## src/rtl/kwd_pkg.sv

```systemverilog
package kwd_pkg;

  typedef enum logic [2:0] {
    ACT_NONE,
    ACT_START,
    ACT_RESTART,
    ACT_STOP,
    ACT_REKEY
  } kwd_act_e;

  typedef enum logic {
    PH_WAIT,
    PH_GRACE
  } kwd_phase_e;

endpackage

```

## src/rtl/kwd_keyctl.sv

```systemverilog
module kwd_keyctl
  import kwd_pkg::*;
#(
  parameter int KEY_W = 3
) (
  input  logic             clk,
  input  logic             rst_n,
  input  logic             wr_en,
  input  logic             wr_enable,
  input  logic [KEY_W-1:0] wr_key,
  input  logic             expire,
  output logic             running,
  output logic [KEY_W-1:0] key_q,
  output logic             kick,
  output kwd_act_e         act
);

  function automatic logic [KEY_W-1:0] inv_key(input logic [KEY_W-1:0] k);
    return ~k;
  endfunction

  function automatic kwd_act_e decode(input logic we, input logic en, input logic run,
                                      input logic [KEY_W-1:0] held,
                                      input logic [KEY_W-1:0] wk);
    kwd_act_e a;
    a = ACT_NONE;
    if (we) begin
      if (!run)                  a = en ? ACT_START : ACT_NONE;
      else if (wk == inv_key(held)) a = en ? ACT_RESTART : ACT_STOP;
      else                       a = ACT_REKEY;
    end
    return a;
  endfunction

  always_comb begin
    act  = decode(wr_en, wr_enable, running, key_q, wr_key);
    kick = (act == ACT_START) || (act == ACT_RESTART) || (act == ACT_STOP);
  end

  always_ff @(posedge clk or negedge rst_n) begin
    if (!rst_n) begin
      running <= 1'b0;
      key_q   <= '0;
    end else begin
      if (act == ACT_START || act == ACT_RESTART || act == ACT_REKEY)
        key_q <= wr_key;
      if (act == ACT_START)
        running <= 1'b1;
      else if (act == ACT_STOP || expire)
        running <= 1'b0;
    end
  end

  AST_IDLE_WRITE_INERT: assert property (@(posedge clk) disable iff (!rst_n)
    (wr_en && !wr_enable && !running) |=> (!running && $stable(key_q)));
  AST_START_LATCHES: assert property (@(posedge clk) disable iff (!rst_n)
    (wr_en && wr_enable && !running) |=> (running && key_q == $past(wr_key)));
  AST_STOP_DISARMS: assert property (@(posedge clk) disable iff (!rst_n)
    (wr_en && !wr_enable && running && wr_key == ~key_q) |=> !running);
  AST_REKEY_ONLY: assert property (@(posedge clk) disable iff (!rst_n)
    (wr_en && running && wr_key != ~key_q && !expire) |=> (running && key_q == $past(wr_key)));

endmodule

```

## src/rtl/kwd_timer.sv

```systemverilog
module kwd_timer
  import kwd_pkg::*;
#(
  parameter int NMI_CYCLES   = 5_000_000,
  parameter int GRACE_CYCLES = 165_000
) (
  input  logic clk,
  input  logic rst_n,
  input  logic running,
  input  logic kick,
  output logic nmi_req,
  output logic chip_rst,
  output logic nmi_fire,
  output logic expire
);

  localparam int MAX_CYC = (NMI_CYCLES > GRACE_CYCLES) ? NMI_CYCLES : GRACE_CYCLES;
  localparam int CNT_W   = $clog2(MAX_CYC + 1);

  kwd_phase_e       phase;
  logic [CNT_W-1:0] cnt;
  logic             advance;
  logic             at_limit;

  function automatic logic [CNT_W-1:0] limit_of(input kwd_phase_e ph);
    return (ph == PH_WAIT) ? CNT_W'(NMI_CYCLES - 1) : CNT_W'(GRACE_CYCLES - 1);
  endfunction

  always_comb begin
    advance  = running && !kick;
    at_limit = (cnt == limit_of(phase));
    nmi_fire = advance && (phase == PH_WAIT)  && at_limit;
    expire   = advance && (phase == PH_GRACE) && at_limit;
  end

  always_ff @(posedge clk or negedge rst_n) begin
    if (!rst_n) begin
      phase    <= PH_WAIT;
      cnt      <= '0;
      nmi_req  <= 1'b0;
      chip_rst <= 1'b0;
    end else begin
      chip_rst <= expire;
      if (!advance) begin
        phase   <= PH_WAIT;
        cnt     <= '0;
        nmi_req <= 1'b0;
      end else if (nmi_fire) begin
        phase   <= PH_GRACE;
        cnt     <= '0;
        nmi_req <= 1'b1;
      end else if (expire) begin
        phase   <= PH_WAIT;
        cnt     <= '0;
        nmi_req <= 1'b0;
      end else begin
        cnt <= cnt + 1'b1;
      end
    end
  end

  AST_KICK_CLEARS: assert property (@(posedge clk) disable iff (!rst_n)
    kick |=> (!nmi_req && !chip_rst));
  AST_RST_ONE_CYCLE: assert property (@(posedge clk) disable iff (!rst_n)
    chip_rst |=> !chip_rst);
  AST_RST_AFTER_NMI: assert property (@(posedge clk) disable iff (!rst_n)
    chip_rst |-> ($past(nmi_req) && !nmi_req && !running));
  AST_NMI_NEEDS_RUN: assert property (@(posedge clk) disable iff (!rst_n)
    $rose(nmi_req) |-> $past(running));

endmodule

```

## src/rtl/kwd_watchdog.sv

```systemverilog
module kwd_watchdog
  import kwd_pkg::*;
#(
  parameter int KEY_W        = 3,
  parameter int NMI_CYCLES   = 5_000_000,
  parameter int GRACE_CYCLES = 165_000
) (
  input  logic             clk,
  input  logic             rst_n,
  input  logic             wr_en,
  input  logic             wr_enable,
  input  logic [KEY_W-1:0] wr_key,
  output logic             nmi_req,
  output logic             chip_rst,
  output logic             armed,
  output logic [KEY_W-1:0] key_now
);

  logic     kick;
  logic     expire;
  logic     nmi_fire;
  kwd_act_e act;

  kwd_keyctl #(.KEY_W(KEY_W)) u_keyctl (
    .clk      (clk),
    .rst_n    (rst_n),
    .wr_en    (wr_en),
    .wr_enable(wr_enable),
    .wr_key   (wr_key),
    .expire   (expire),
    .running  (armed),
    .key_q    (key_now),
    .kick     (kick),
    .act      (act)
  );

  kwd_timer #(.NMI_CYCLES(NMI_CYCLES), .GRACE_CYCLES(GRACE_CYCLES)) u_timer (
    .clk     (clk),
    .rst_n   (rst_n),
    .running (armed),
    .kick    (kick),
    .nmi_req (nmi_req),
    .chip_rst(chip_rst),
    .nmi_fire(nmi_fire),
    .expire  (expire)
  );

  AST_SERVICE_WINS: assert property (@(posedge clk) disable iff (!rst_n)
    (act == ACT_RESTART || act == ACT_STOP) |-> (!nmi_fire && !expire));
  AST_IDLE_QUIET: assert property (@(posedge clk) disable iff (!rst_n)
    !armed |-> !nmi_req);

endmodule

```

## config.mk

```make
export PLATFORM = sky130hd
export DESIGN_NAME = kwd_watchdog
export DESIGN_NICKNAME = d
export VERILOG_FILES = /design/src/rtl/kwd_pkg.sv /design/src/rtl/kwd_keyctl.sv /design/src/rtl/kwd_timer.sv /design/src/rtl/kwd_watchdog.sv
export SDC_FILE = /design/constraint.sdc
export NUM_CORES = 1
export LEC_CHECK = 0
export BUFFER_PORTS_ARGS = -buffer_cell sky130_fd_sc_hd__buf_4
export CORE_MARGIN = 2
export CORE_UTILIZATION = 40
export CTS_BUF_LIST = sky130_fd_sc_hd__clkbuf_8
export DETAILED_ROUTE_END_ITERATION = 7
export GPL_TIMING_DRIVEN = 1
export SLEW_MARGIN = 20
export SYNTH_ARGS = -nofsm -noshare
export SYNTH_HDL_FRONTEND = slang
export SYNTH_HIERARCHICAL = 1
export SYNTH_SLANG_ARGS = --single-unit
```

## constraint.sdc

```tcl
create_clock -name clk -period 5.6 [get_ports clk]
set_clock_uncertainty 0.2 [all_clocks]
set_input_delay 0.28 -clock clk [delete_from_list [all_inputs] [get_ports clk]]
set_output_delay 0.28 -clock clk [all_outputs]
set_load 0.02 [all_outputs]
```

After elaboration in Yosys (flattened, before gate mapping)
Cells that the tools add are included.
Cells by class
  add/sub/neg operators: 1
  multiply operators: 0
  div/mod/pow operators: 0
  magnitude comparators: 0
  eq/ne operators: 7
  shift operators: 0
  multiplexer cells: 14
  bitwise operators: 2
  reductions and logical operators: 11
Operators by type and width (number)
  two-way mux 23 bit: 4
  adder 23 x 1 -> 23 bit, second input constant: 1
  == test 23 bit: 1
  two-way mux 3 bit: 3
  two-way mux 1 bit: 7
  == test 3 x 2 -> 1 bit, second input constant: 2
  logical AND 1 bit: 5
  logical OR 1 bit: 4
  == test 3 x 1 -> 1 bit, second input constant: 1
  == test 3 bit: 1
  == test 3 bit, second input constant: 1
  != test 3 bit, second input constant: 1
  inverter 3 bit: 1
  nonzero test 2 bit: 1
  logical NOT 1 bit: 1
  inverter 1 bit: 1
Word-level totals
  flip-flop bits (word level): 29
  bits in latches: 0
  bits in writable memories: 0
  memory bits (read-only): 0
  output and inout port bits: 6
  logic and storage cells: 40
  memories kept: 0

Logic depth before layout (Yosys ltp)
  depth in word-level cells: 15
  mapped depth: 7
  gate-level depth less buffers: 7

Cells and area by module
The synthesis kept the hierarchy.
By module, submodules not included
  kwd_timer: times used 1, cells an instance 145, area each 1388.8 um^2, sequential area each 625.6 um^2
  kwd_keyctl: times used 1, cells an instance 41, area each 337.8 um^2, sequential area each 100.1 um^2

Worst setup path before layout
No wires, ideal clock.
  kind: reg-to-reg
  from: reg u_keyctl.key_q[2]
  to: reg u_timer.cnt[2]
  setup time: 137 ps
  arrival time: 2004 ps
  data required time: 5263 ps
  slack: 3259 ps
  stages on the path, launching flop included: 8
  clock period less this slack: 2341 ps
  path through: dfrtp_1 -> xnor2_1 -> or3_2 -> o22ai_1 -> nand2b_1 -> clkbuf_1 -> clkbuf_1 -> nor3_1
Between the ends
  longest elaborated chain between the ends: 15
  elaborated cells between the ends (all ways): 19
Ends and longest elaborated chain
  start: declaration: RTL line kwd_keyctl.sv:13  | output logic [KEY_W-1:0] key_q,
  start signal: assignment: RTL line kwd_keyctl.sv:46  | key_q <= wr_key;
  inverter 3 bit (*): RTL line kwd_keyctl.sv:19  | return ~k;
  == test 3 bit (*): RTL line kwd_keyctl.sv:29  | else if (wk == inv_key(held)) a = en ? ACT_RESTART : ACT_STOP;
  two-way mux 3 bit (*): RTL line kwd_keyctl.sv:29
  two-way mux 3 bit (*): RTL line kwd_keyctl.sv:28  | if (!run) a = en ? ACT_START : ACT_NONE;
  two-way mux 3 bit (*): RTL line kwd_keyctl.sv:27  | if (we) begin
  == test 3 x 1 -> 1 bit / == test 3 x 2 -> 1 bit (equally long branches): RTL line kwd_keyctl.sv:37  | kick = (act == ACT_START) || (act == ACT_RESTART) || (act == ACT_STOP);
  logical OR 1 bit: RTL line kwd_keyctl.sv:37
  logical OR 1 bit (*): RTL line kwd_keyctl.sv:37
  via kick: RTL line kwd_watchdog.sv:19  | logic kick;
  logical NOT 1 bit (*): RTL line kwd_timer.sv:30  | advance = running && !kick;
  logical AND 1 bit (*): RTL line kwd_timer.sv:30
  logical AND 1 bit (2 in series): RTL line kwd_timer.sv:33  | expire = advance && (phase == PH_GRACE) && at_limit;
  two-way mux 23 bit: RTL line kwd_timer.sv:52  | end else if (expire) begin
  two-way mux 23 bit: RTL line kwd_timer.sv:48  | end else if (nmi_fire) begin
  two-way mux 23 bit (*): RTL line kwd_timer.sv:44  | if (!advance) begin
  end signal: assignment: RTL line kwd_timer.sv:57  | cnt <= cnt + 1'b1;
  end: declaration: RTL line kwd_timer.sv:21  | logic [CNT_W-1:0] cnt;
Mark *: on every way through the listed nets, which the timed path passes. The rest lies on a longest branch.
A chain may end at the register's enable or synchronous reset.

Final worst setup path
  from: reg u_timer.cnt[19]
  to: reg u_keyctl.running
Between the ends
  longest elaborated chain between the ends: 4
Ends and longest elaborated chain
  == test 23 bit: RTL line kwd_timer.sv:31  | at_limit = (cnt == limit_of(phase));
  logical AND 1 bit: RTL line kwd_timer.sv:33
  via expire: RTL line kwd_watchdog.sv:20  | logic expire;
  logical OR 1 bit: RTL line kwd_keyctl.sv:49  | else if (act == ACT_STOP || expire)
  nonzero test 2 bit (no source line)
  end signal: assignment: RTL line kwd_keyctl.sv:42  | running <= 1'b0;
  end signal: assignment: RTL line kwd_keyctl.sv:48  | running <= 1'b1;
  end signal: assignment: RTL line kwd_keyctl.sv:50  | running <= 1'b0;
  end: declaration: RTL line kwd_keyctl.sv:12  | output logic running,
The timed path passes the listed nets, and every way through them passes these cells.

==> flow_summary.toml <==
[floorplanning]
row_count = 23
pin_count = 13
start_util_pct = 42.08
coreArea_sq_um = 4029
fp.dieW_um = 69.11
die_area_sq_um = 4776
die_height_um = 69.11

[setup_path]
cp_cell_sequence = "nand4_1 > or4_1 > a221oi_2 > buf_4 > and3_1 > a21oi_1 > o21a_1"
start_kind = "register"
cp.arrival_ps = 2860
cp_slowest_cell = "a221oi_2"
slowest_delay_ps = 820
cp_data_required_time_ps = 5570
cp-end-kind = "register"
path_class = "reg2reg"
reg2reg_depth = 7
worstPathMaxFanout = 13

[route]
route.detailed.drc = 0
wl_per_cell_um = 15.72
vias = 1456
dr.pass1.iters = 4
wl_um = 3819
via_per_inst = 5.992
ant_nets = 0
drt_iter0_drc = 114

[layout]
final_nets = 201
drive_above_1_share_pct = 12.95
diodes = 0
syn_to_final_growth_pct = 12.84

[placement]
place_ws_ps = 2726
dp_hpwl_um = 2636
io_buffers = 12
gp_congestion = 0.8990

[min_path]
holdPathStages = 3
hold_class = "in2reg"

[global_routing]
grt_pass1_vias = 1372
grt_max_degree = 30
grt_pass1_wl_um = 6651
grt_use_total_pct = 17.26
overflow = 0
antenna_found_initial = 0

[timing]
post-route-period-util_pct = 51.64
slew_headroom_pct = 33.57
hold_violations = 0
holdWs_ps = 110.1
setup_ws_ps = 2708
fin_crit_ps = 2892
fin_setup_tns_ps = 0
fmax_mhz = 345.8
slew_viol_final = 0
setup_viol_count_final = 0
rsz0062_at_grt = "false"
worst_slew_pin_slew_ps = 996.4

[synthesis]
yosysWarnings = 6
synth_area_per_cell_sq_um = 9.367
netlist_area_sq_um = 1695
syn_inst = 181
syn_nets = 189

[clock_network]
cts_setup_buffers = 0
cts_buffers = 5
insertion_delay_ps = 280
cts.sinks = 29
clk_pin_slew_worst_paths_ps = 60
cts_root_buf = "clkbuf_8"
cts_htree_levels = 2
cts_tree = "yes"
clock_path_buffers = 2

[pwr]
leakage_nw = 0.7426
vdd_ir_drop_max_mv = 0.2317
total_power_w = 0.0006528
powerDensity_nw_per_um2 = 341.2

[run]
maxCapViolCount = 0

[run_status]
outcome = "completed"
worst paths after layout:
check / from / to / slack, ps
min in group asynchronous: rst_n / u_timer/cnt[6] / 260
worst min-delay path: wr_key[2] / u_keyctl/key_q[2] / 110
max in group asynchronous: rst_n / u_timer/cnt[14] / 4670
worst max register to register: u_timer/cnt[19] / u_keyctl/running / 2710
worst min register to register: u_timer/cnt[0] / u_timer/cnt[0] / 320
worst max-delay path: u_timer/cnt[19] / u_keyctl/running / 2710
flip-flops by register name, indices dropped and copies added, names as in the netlist:
| name | cells |
|---|---|
| u_keyctl/running | 1 |
| u_timer/cnt | 23 |
| u_keyctl/key_q | 3 |
| u_timer/phase | 1 |
| u_timer/chip_rst | 1 |
power breakdown:
group | switching, W | internal [W] | total (W)
clock network | 0.0000761 | 0.0000954 | 0.000171
registers | 0.0000461 | 0.000240 | 0.000286
logic | 0.000115 | 0.0000799 | 0.000195
total | 0.000237 | 0.000415 | 0.000653
metal layers:
layer | vias up | track usage [%] | wire length (um)
met3 | 5 | 4.386 | 184
met5 | - | 0 | 0
met4 | 0 | 5.447 | 41
met2 | 28 | 24.89 | 1729
met1 | 715 | 25.25 | 1863
li1 | 708 | - | -
placed cells by master, fill, tap and decap left out, types with 5 or more instances in the layout:
cell type	count
dfrtp_1	29
nor3_1	16
buf_4	13
nand3_1	11
o21ai_0	11
xnor2_1	10
nand2_1	9
a211oi_1	9
or3_1	8
inv_1	7
and3_1	7
clkbuf_8	6
nand4_1	6
or4_1	6
xor2_1	5
area by class of cell:
type | count | area, sq um
clock buffer | 6 | 82.58
sequential | 29 | 725.7
timing repair buffer | 14 | 107.6
fill | 389 | 2116
tap | 50 | 62.56
inverter | 6 | 22.52
multi-input combinational | 137 | 908.4
clock inverter | 1 | 3.754
worst max-delay path, delay by kind of cell, from the launching register on:
family | cells | cell delay, ps
flops | 1 | 430
compound gates | 3 | 1000
simple gates | 3 | 800
buf+inv | 1 | 340
per-stage QoR:
stage | util, % | cells | instance area, sq um
CTS | 47.48 | 243 | 1913
finish | 47.48 | 243 | 1913
floorplan | - | 181 | 1695
detailed placement | 45.09 | 235 | 1817
global placement | 45.09 | 235 | 1817
global route | 47.48 | 243 | 1913
timing repair:
item | CTS | global route
resized for setup | 0 | 0
endpoints found under the hold margin | 29 | 0
endpoints found under the setup margin | 0 | 0
hold buffers | 1 | 0
Power figures use the tool's default switching activity.
